`src/rtl/uart_tx_pkg.sv`:
```
package uart_tx_pkg;

    typedef enum logic [2:0] {
        ST_IDLE,
        ST_SYNC,
        ST_START,
        ST_DATA,
        ST_PARITY,
        ST_STOP1,
        ST_STOP2
    } tx_state_t;

    // Offset between the length field and the number of data bits
    localparam int unsigned WLEN_BIAS = 5;

endpackage

```
`src/rtl/uart_tx_parity.sv`:
```
module uart_tx_parity #(
    parameter int unsigned DATA_W = 8,
    parameter int unsigned CNT_W  = 4
) (
    input  logic [DATA_W-1:0] data,
    input  logic [CNT_W-1:0]  nbits,
    input  logic              even_sel,
    input  logic              stick,
    output logic              par_bit
);

    logic [DATA_W-1:0] keep;
    logic              ones_odd;

    // Keep only the bits that will actually be sent
    for (genvar i = 0; i < DATA_W; i++) begin : g_keep
        assign keep[i] = (CNT_W'(i) < nbits);
    end

    assign ones_odd = ^(data & keep);

    always_comb begin
        if (stick)
            par_bit = ~even_sel;
        else if (even_sel)
            par_bit = ones_odd;
        else
            par_bit = ~ones_odd;
    end

endmodule

```
`src/rtl/uart_tx_line.sv`:
```
module uart_tx_line
    import uart_tx_pkg::*;
(
    input  tx_state_t state,
    input  logic      data_bit,
    input  logic      par_bit,
    input  logic      brk,
    output logic      txd
);

    logic level;

    always_comb begin
        unique case (state)
            ST_IDLE:   level = 1'b1;
            ST_SYNC:   level = 1'b1;
            ST_START:  level = 1'b0;
            ST_DATA:   level = data_bit;
            ST_PARITY: level = par_bit;
            ST_STOP1:  level = 1'b1;
            ST_STOP2:  level = 1'b1;
            default:   level = 1'b1;
        endcase
    end

    assign txd = brk ? 1'b0 : level;

endmodule

```
`src/rtl/uart_frame_tx.sv`:
```
module uart_frame_tx
    import uart_tx_pkg::*;
#(
    parameter int unsigned DATA_W = 8,
    parameter int unsigned WLEN_W = 2
) (
    input  logic              clk,
    input  logic              rst_n,
    input  logic              bit_tick,
    input  logic              tx_valid,
    output logic              tx_ready,
    input  logic [DATA_W-1:0] tx_data,
    input  logic [WLEN_W-1:0] cfg_wlen,
    input  logic              cfg_par_en,
    input  logic              cfg_even,
    input  logic              cfg_stick,
    input  logic              cfg_two_stop,
    input  logic              cfg_break,
    output logic              txd,
    output logic              busy
);

    localparam int unsigned CNT_W = $clog2(DATA_W + 1);

    tx_state_t         state_q, state_d;
    logic [DATA_W-1:0] shift_q;
    logic [CNT_W-1:0]  cnt_q;
    logic [CNT_W-1:0]  last_q;
    logic              par_en_q;
    logic              two_stop_q;
    logic              par_q;

    logic [CNT_W-1:0]  nbits_in;
    logic              par_in;
    logic              accept;

    assign nbits_in = CNT_W'(cfg_wlen) + CNT_W'(WLEN_BIAS);
    assign accept   = tx_valid && (state_q == ST_IDLE);

    uart_tx_parity #(
        .DATA_W (DATA_W),
        .CNT_W  (CNT_W)
    ) u_parity (
        .data     (tx_data),
        .nbits    (nbits_in),
        .even_sel (cfg_even),
        .stick    (cfg_stick),
        .par_bit  (par_in)
    );

    // State register
    always_ff @(posedge clk or negedge rst_n) begin
        if (!rst_n)
            state_q <= ST_IDLE;
        else
            state_q <= state_d;
    end

    // Next-state logic
    always_comb begin
        state_d = state_q;
        unique case (state_q)
            ST_IDLE:   if (tx_valid) state_d = ST_SYNC;
            ST_SYNC:   if (bit_tick) state_d = ST_START;
            ST_START:  if (bit_tick) state_d = ST_DATA;
            ST_DATA:   if (bit_tick && (cnt_q == last_q))
                           state_d = par_en_q ? ST_PARITY : ST_STOP1;
            ST_PARITY: if (bit_tick) state_d = ST_STOP1;
            ST_STOP1:  if (bit_tick) state_d = two_stop_q ? ST_STOP2 : ST_IDLE;
            ST_STOP2:  if (bit_tick) state_d = ST_IDLE;
            default:   state_d = ST_IDLE;
        endcase
    end

    // Frame datapath: capture on accept, shift during data bits
    always_ff @(posedge clk or negedge rst_n) begin
        if (!rst_n) begin
            shift_q    <= '0;
            cnt_q      <= '0;
            last_q     <= '0;
            par_en_q   <= 1'b0;
            two_stop_q <= 1'b0;
            par_q      <= 1'b0;
        end else if (accept) begin
            shift_q    <= tx_data;
            cnt_q      <= '0;
            last_q     <= nbits_in - CNT_W'(1);
            par_en_q   <= cfg_par_en;
            two_stop_q <= cfg_two_stop;
            par_q      <= par_in;
        end else if ((state_q == ST_DATA) && bit_tick) begin
            shift_q <= shift_q >> 1;
            cnt_q   <= cnt_q + CNT_W'(1);
        end
    end

    // Outputs
    always_comb begin
        tx_ready = (state_q == ST_IDLE);
        busy     = (state_q != ST_IDLE);
    end

    uart_tx_line u_line (
        .state    (state_q),
        .data_bit (shift_q[0]),
        .par_bit  (par_q),
        .brk      (cfg_break),
        .txd      (txd)
    );

endmodule

```
`config.mk`:
```
export PLATFORM = sky130hd
export DESIGN_NAME = uart_frame_tx
export DESIGN_NICKNAME = d
export VERILOG_FILES = /design/src/rtl/uart_tx_pkg.sv /design/src/rtl/uart_tx_parity.sv /design/src/rtl/uart_tx_line.sv /design/src/rtl/uart_frame_tx.sv
export SDC_FILE = /design/constraint.sdc
export NUM_CORES = 1
export LEC_CHECK = 0
export CORE_MARGIN = 8
export CORE_UTILIZATION = 35
export CTS_CLUSTER_SIZE = 12
export DETAILED_ROUTE_END_ITERATION = 12
export PLACE_DENSITY = 0.56
export SLEW_MARGIN = 20
export SYNTH_ARGS = -nofsm -noshare
export SYNTH_HDL_FRONTEND = slang
export SYNTH_SLANG_ARGS = --single-unit
```
`constraint.sdc`:
```
create_clock -name clk -period 2 [get_ports clk]
set_input_delay 0.3 -clock clk [delete_from_list [all_inputs] [get_ports clk]]
set_output_delay 0.3 -clock clk [all_outputs]
set_load 0.005 [all_outputs]
```
; ---- Yosys cells after proc, flatten, opt, wreduce, memory -nomap -nowiden
; Index checks and enable logic that the tools add are counted.
[totals]
reg_bits = 22
in_bits = 19
out_inout_bits = 3
word_cells = 61
[op_classes]
add_sub_neg = 3
n_lt_le_gt_ge = 8
eq_ne = 14
mux = 18
bitwise = 3
reduce_logical = 8
[op_table]
columns = op, count
row1 = 3-bit 2-to-1 mux, 8
row2 = 3-bit case mux with 7 select lines, 1
row3 = 3-bit by 4-bit < comparator with 1-bit output (first input constant), 4
row4 = 8-bit 2-to-1 mux, 2
row5 = 2-bit != test (second input constant), 7
row6 = 3-bit == test (second input constant), 3
row7 = 8-bit bitwise AND, 1
row8 = 1-bit by 4-bit < comparator with 1-bit output (first input constant), 2
row9 = 2-bit by 4-bit < comparator with 1-bit output (first input constant), 2
row10 = 4-bit 2-to-1 mux, 2
row11 = 8-bit parity, 1
row12 = 7-bit AND reduction, 1
row13 = 3-bit by 2-bit == test with 1-bit output (second input constant), 2
row14 = 2-bit by 3-bit adder with 4-bit output (second input constant), 1
row15 = 4-bit by 1-bit adder with 4-bit output (second input constant), 1
row16 = 4-bit == test, 1
row17 = 1-bit 2-to-1 mux, 4
row18 = 4-bit by 1-bit subtractor with 4-bit output (second input constant), 1
row19 = 3-bit by 1-bit == test with 1-bit output (second input constant), 1
row20 = 1-bit logical AND, 3
row21 = 3-bit zero test, 1
row22 = 1-bit case mux with 3 select lines, 1
row23 = 3-bit nonzero test, 1
row24 = 1-bit NOT, 2
row25 = 2-bit nonzero test, 1

; ---- Longest topological paths before layout
; Gate-level depths: netlist of run 1.
[logic_depth]
depth_word = 7
ltp_mapped = 7
mapped_depth_nobuf = 5

; ---- Modules after synthesis
; Synthesis of run 1 repeated with hierarchy kept, for this count alone.
[hier_totals]
hier_cells = 128
hier_area_um2 = 1351.3
[by_module_without_submodules]
columns = module, n_inst, cells_per_inst, area_each_um2, seq_area_each_um2
row1 = uart_frame_tx, 1, 103, 1156.1, 525.5
row2 = uart_tx_parity, 1, 21, 165.2, 0.0
row3 = uart_tx_line, 1, 4, 30.0, 0.0

; ---- Worst setup path before layout of run 1
; No wires, ideal clock.
[synth_path]
kind = input to register
start = input cfg_wlen[1]
end = register par_q
setup_ns = 0.092
arrival_ns = 1.353
t_required_ns = 1.908
slack_ns = 0.555
path_stages = 5
path_buffers = 0
cell_sequence = o21ai_0 -> xnor2_1 -> xnor3_1 -> o21a_1 -> o31ai_2
[synth_via]
elab_chain_cells = 7
word_cells_on_any_way = 14
classes_between = add/sub: 1 / order compare: 8 / mux: 2 / bitwise: 2 / reduce/logical: 1
[synth_rtl]
columns = item, line
row1 = start: declaration, uart_frame_tx.sv:13  ; input logic [WLEN_W-1:0] cfg_wlen,
row2 = 2-bit by 3-bit adder with 4-bit output *, uart_frame_tx.sv:37  ; assign nbits_in = CNT_W'(cfg_wlen) + CNT_W'(WLEN_BIAS);
row3 = "1-bit by 4-bit < comparator with 1-bit output, or another cell as far along", uart_tx_parity.sv:17  ; assign keep[i] = (CNT_W'(i) < nbits);
row4 = 8-bit bitwise AND *, uart_tx_parity.sv:20  ; assign ones_odd = ^(data & keep);
row5 = 8-bit parity *, uart_tx_parity.sv:20
row6 = 1-bit NOT, uart_tx_parity.sv:28  ; par_bit = ~ones_odd;
row7 = 1-bit 2-to-1 mux *, uart_tx_parity.sv:25  ; else if (even_sel)
row8 = 1-bit 2-to-1 mux *, uart_tx_parity.sv:23  ; if (stick)
row9 = end signal: assignment, uart_frame_tx.sv:90  ; par_q <= par_in;
row10 = end: declaration, uart_frame_tx.sv:31  ; logic par_q;
; Every way passes the cells marked *; elsewhere a longest branch is shown, timed or not.
; A chain may end at the register's enable or synchronous reset.

; ---- Worst setup path in the final report of run 1
[layout_path]
start = register state_q[1]
end = output busy
[layout_via]
elab_chain_cells = 1
[layout_rtl]
columns = item, line
row1 = start: declaration, uart_frame_tx.sv:25  ; tx_state_t state_q, state_d;
row2 = start signal: assignment, uart_frame_tx.sv:56  ; state_q <= state_d;
row3 = 3-bit nonzero test, uart_frame_tx.sv:100  ; busy = (state_q != ST_IDLE);
row4 = end: declaration, uart_frame_tx.sv:20  ; output logic busy
; Every way passes these cells.

==> results of run 1 <==
-- report_power, final --
part	switching [mW]	internal, mW	total (mW)
Clock	0.135	0.0747	0.210
Sequential	0.136	0.599	0.735
Combinational	0.388	0.382	0.771
-- worst max-delay path, delay by kind of cell (launching register included) --
| kind | cells | cell delay [ns] |
|---|---|---|
| buffers and inverters | 3 | 0.66 |
| and+or+nand+nor | 1 | 0.20 |
| DFF | 1 | 0.39 |
-- worst paths after layout --
kind                                         from                     end  cells after the start
hold reg to reg            shift_q[5]$_DFFE_PN0P_  shift_q[5]$_DFFE_PN0P_                      2
setup reg to reg           state_q[2]$_DFFE_PN0P_  shift_q[3]$_DFFE_PN0P_                      6
max in group asynchronous                   rst_n  state_q[0]$_DFFE_PN0P_                      2
min in group clk           shift_q[5]$_DFFE_PN0P_  shift_q[5]$_DFFE_PN0P_                      2
setup / recovery           state_q[1]$_DFFE_PN0P_                    busy                      4
hold / removal                              rst_n  shift_q[2]$_DFFE_PN0P_                      2
-- repair_timing --
action                                  4_1_cts  5_1_grt
endpoints found under the setup margin        2        2
resized for setup                             2        3
hold endpoints to repair                      0        0
-- kinds of logic after synthesis --
logic type,after synthesis
xor gates and xnor gates,11
buffers and inverters,9
AOI/OAI and AO/OA,29
muxes,3
adders and majority gates,1
DFF,21
and+or+nand+nor,46
-- layout by cell type, fill, tap and decap left out, types with 2 or more instances in the layout --
cell type	Yosys	final
sky130_fd_sc_hd__xnor2_1	7	7
sky130_fd_sc_hd__nand2_1	26	26
sky130_fd_sc_hd__dfrtp_1	21	20
sky130_fd_sc_hd__buf_4	1	8
sky130_fd_sc_hd__a22oi_1	4	4
sky130_fd_sc_hd__o21ai_0	11	11
sky130_fd_sc_hd__mux2i_1	3	3
sky130_fd_sc_hd__inv_1	4	4
sky130_fd_sc_hd__nor2_1	7	7
sky130_fd_sc_hd__a21oi_1	6	5
sky130_fd_sc_hd__nor3_1	4	4
sky130_fd_sc_hd__xor2_1	2	2
sky130_fd_sc_hd__clkdlybuf4s50_1	0	19
sky130_fd_sc_hd__clkbuf_4	0	3
-- cell type report --
class / count / share of cell area (%)
clock buffer: 3 / 1.544
clock inverter: 1 / 0.3431
inverter: 4 / 1.029
multi-input combinational: 90 / 38.59
sequential: 21 / 36.11
tap: 44 / 3.774
timing repair buffer: 29 / 18.61
-- metrics by stage --
stage	TNS, ns	hold WS [ns]	power [mW]	cell area (um2)
5_1_grt	-0.01555	0.3360	1.869	1459
3_3_place_gp	0	0.4648	1.496	1419
3_5_place_dp	-0.01198	0.4644	1.504	1419
2_1_floorplan	0	0.004409	1.237	1121
4_1_cts	0	0.3096	1.735	1451
6_report	0	0.3146	1.715	1459
-- registers in the layout (all words and copies together) (netlist names) --
signal      count
shift_q         8
cnt_q           4
last_q          3
state_q         3
par_en_q        1
par_q           1
two_stop_q      1
-- per-layer routing --
metal,up-vias,GRT usage (%)
met5,-,0
met4,0,3.333
met3,4,3.984
met2,25,15.81
met1,410,12.71
li1,468,-
==> results.py, run 1 <==
metrics = {
    "outcome": {
        "run_status": "finished, final reports clean",
    },
    "sta": {
        "setup_slack_ns": 0.1334,
        "hold_viol_final": 0,
        "report.final.setup_viol": 0,
        "relative_slew_margins_pct": 71.33,
        "finClkSkew_ns": 0.005131,
        "post-route-period-util_pct": 93.33,
        "max_slew.worst_pin.slew_ns": 0.4281,
        "slew_violations": 0,
        "achievable-frequency_mhz": 535.7,
        "final_worst_path_period_need_ns": 1.867,
    },
    "logic_synthesis": {
        "synth_cells": 120,
        "yosys-top-cells-area": "sky130_fd_sc_hd__dfrtp_1 47%, sky130_fd_sc_hd__nand2_1 8.7%, sky130_fd_sc_hd__xnor2_1 5.5%",
        "synth-adder-area-share_pct": 1.116,
        "synthArstFlopShare_pct": 100.0,
        "synth-simple-area-share_pct": 18.53,
        "syn-mean-instance-area_um2": 9.342,
        "synthFlopType": "sky130_fd_sc_hd__dfrtp_1",
        "yosys.area.top_type_share_pct": 46.88,
        "netlist_area_um2": 1121,
        "synth_top_area_cell": "sky130_fd_sc_hd__dfrtp_1",
        "synth-edff-count": 0,
        "synth_cell_type_count": 33,
        "synth-compound-area-share_pct": 16.52,
        "post_synth_xor_area_fraction_pct": 10.49,
        "synthesis.nets": 140,
        "synthMuxAreaShare_pct": 2.679,
        "synth_top_cells_by_count": "26 x sky130_fd_sc_hd__nand2_1, 21 x sky130_fd_sc_hd__dfrtp_1, 11 x sky130_fd_sc_hd__o21ai_0, 7 x sky130_fd_sc_hd__nor2_1, 7 x sky130_fd_sc_hd__xnor2_1",
        "post-synth-top-count-cell": "sky130_fd_sc_hd__nand2_1",
        "yosys_warnings": 0,
        "sequential_element_share_of_the_synthesized_area_pct": 46.88,
        "dominant_combinational_cell_family_by_area_after_synthesis": "simple AND/OR/NAND/NOR gates",
        "postSynthRegisterBits": 21,
    },
    "clock_network": {
        "path_clk_slew_ns": 0.12,
        "worst_skew_pair_later_pin_latency_ns": 0.31,
        "tritoncts": "yes",
        "setup_bufs_post_cts": 0,
        "cts-htree-levels": 1,
        "clk_path_buf_depth": 2,
        "cts_hold_repair.buffers": 0,
        "cts_inserted_buffers": 3,
        "cts_sinks": 21,
        "cts_root_buffer": "sky130_fd_sc_hd__clkbuf_4",
    },
    "routing": {
        "met2_length_um": 1054,
        "dr_total_vias": 907,
        "viasPerCell": 4.724,
        "detail_route.wl_per_cell_um": 12.44,
        "routedLengthMet1_um": 1162,
        "route.antenna.remaining_nets": 0,
        "finalWirelength_um": 2388,
        "drt_drc_violations_left": 0,
        "detailedRoute.firstIterationViolations": 46,
        "met3_length_um": 139,
        "drt-pass1-iter-count": 4,
        "routed.top_layer": "met4",
    },
    "floorplan": {
        "fp-row-count": 20,
        "ioPinCount": 22,
        "die_w_um": 72.60,
        "floorplan_die_area_um2": 5270,
        "fp.dieH_um": 72.60,
        "initial_core_util_pct": 36.72,
        "coreArea_um2": 3053,
    },
    "pwr": {
        "vdd_ir_drop_max_mv": 0.4533,
        "total_power_per_unit_cell_area_nw_per_um2": 1176,
        "p_leak_nw": 0.6514,
    },
    "layout": {
        "footprint_of_the_multi_input_gates_um2": 563.0,
        "post_layout_nonfiller_instances": 192,
        "nets": 169,
        "fillers": 304,
        "register_area_um2": 526.8,
        "finalCoreUtilization_pct": 47.79,
        "num_antenna_cells": 0,
        "fraction_of_layout_instances_using_a_drive_strength_above_1_pct": 12.16,
        "synthToLayoutAreaGrowth_pct": 30.13,
    },
    "setup_path": {
        "setup.reg_to_reg.worst_slack_ns": 0.30,
        "worst-endpoint-required_ns": 1.70,
        "crit_arrival_ns": 1.57,
        "critPathMaxStageDelay_ns": 0.44,
        "worst_setup_path_start_kind": "flop",
        "timing.critical_path.to_type": "primary output",
        "worst_setup_path_category": "reg2out",
        "worstPathCellList": "buf_4 > nor3_4 > inv_1 > clkdlybuf4s50_1",
        "critical-path-slowest-cell": "sky130_fd_sc_hd__clkdlybuf4s50_1",
        "crit_fanout": 9,
    },
    "flow_run": {
        "maxCapViolCount": 0,
    },
    "global_route": {
        "grt.overflow.total": 0,
        "global_routing_usage_summed_across_all_routing_layers_pct": 10.25,
        "grt_pass1_vias": 917,
        "grt_pass1_wl_um": 4257,
        "number_of_antenna_violations_at_the_first_check_in_global_routing": 0,
        "grt_start_max_net_pins": 22,
    },
    "placement": {
        "place.detailed.hpwl_um": 1842,
        "place_worst_setup_slack_ns": -0.01198,
        "post-place-cells": 188,
        "io_buffer_count": 21,
        "place_congestion": 0.7991,
    },
    "worst_hold_path": {
        "hold_class": "in2async",
    },
}
Power figures use the tool's default switching activity.
==> inputs of run 2 (changes only) <==
--- a/config.mk
+++ b/config.mk
@@ -14,3 +14,4 @@
 export SYNTH_ARGS = -nofsm -noshare
 export SYNTH_HDL_FRONTEND = slang
 export SYNTH_SLANG_ARGS = --single-unit
+export TNS_END_PERCENT = 50
==> results of run 2 <==
No change in the layout: final DEF, timing and power equal those of run 1.
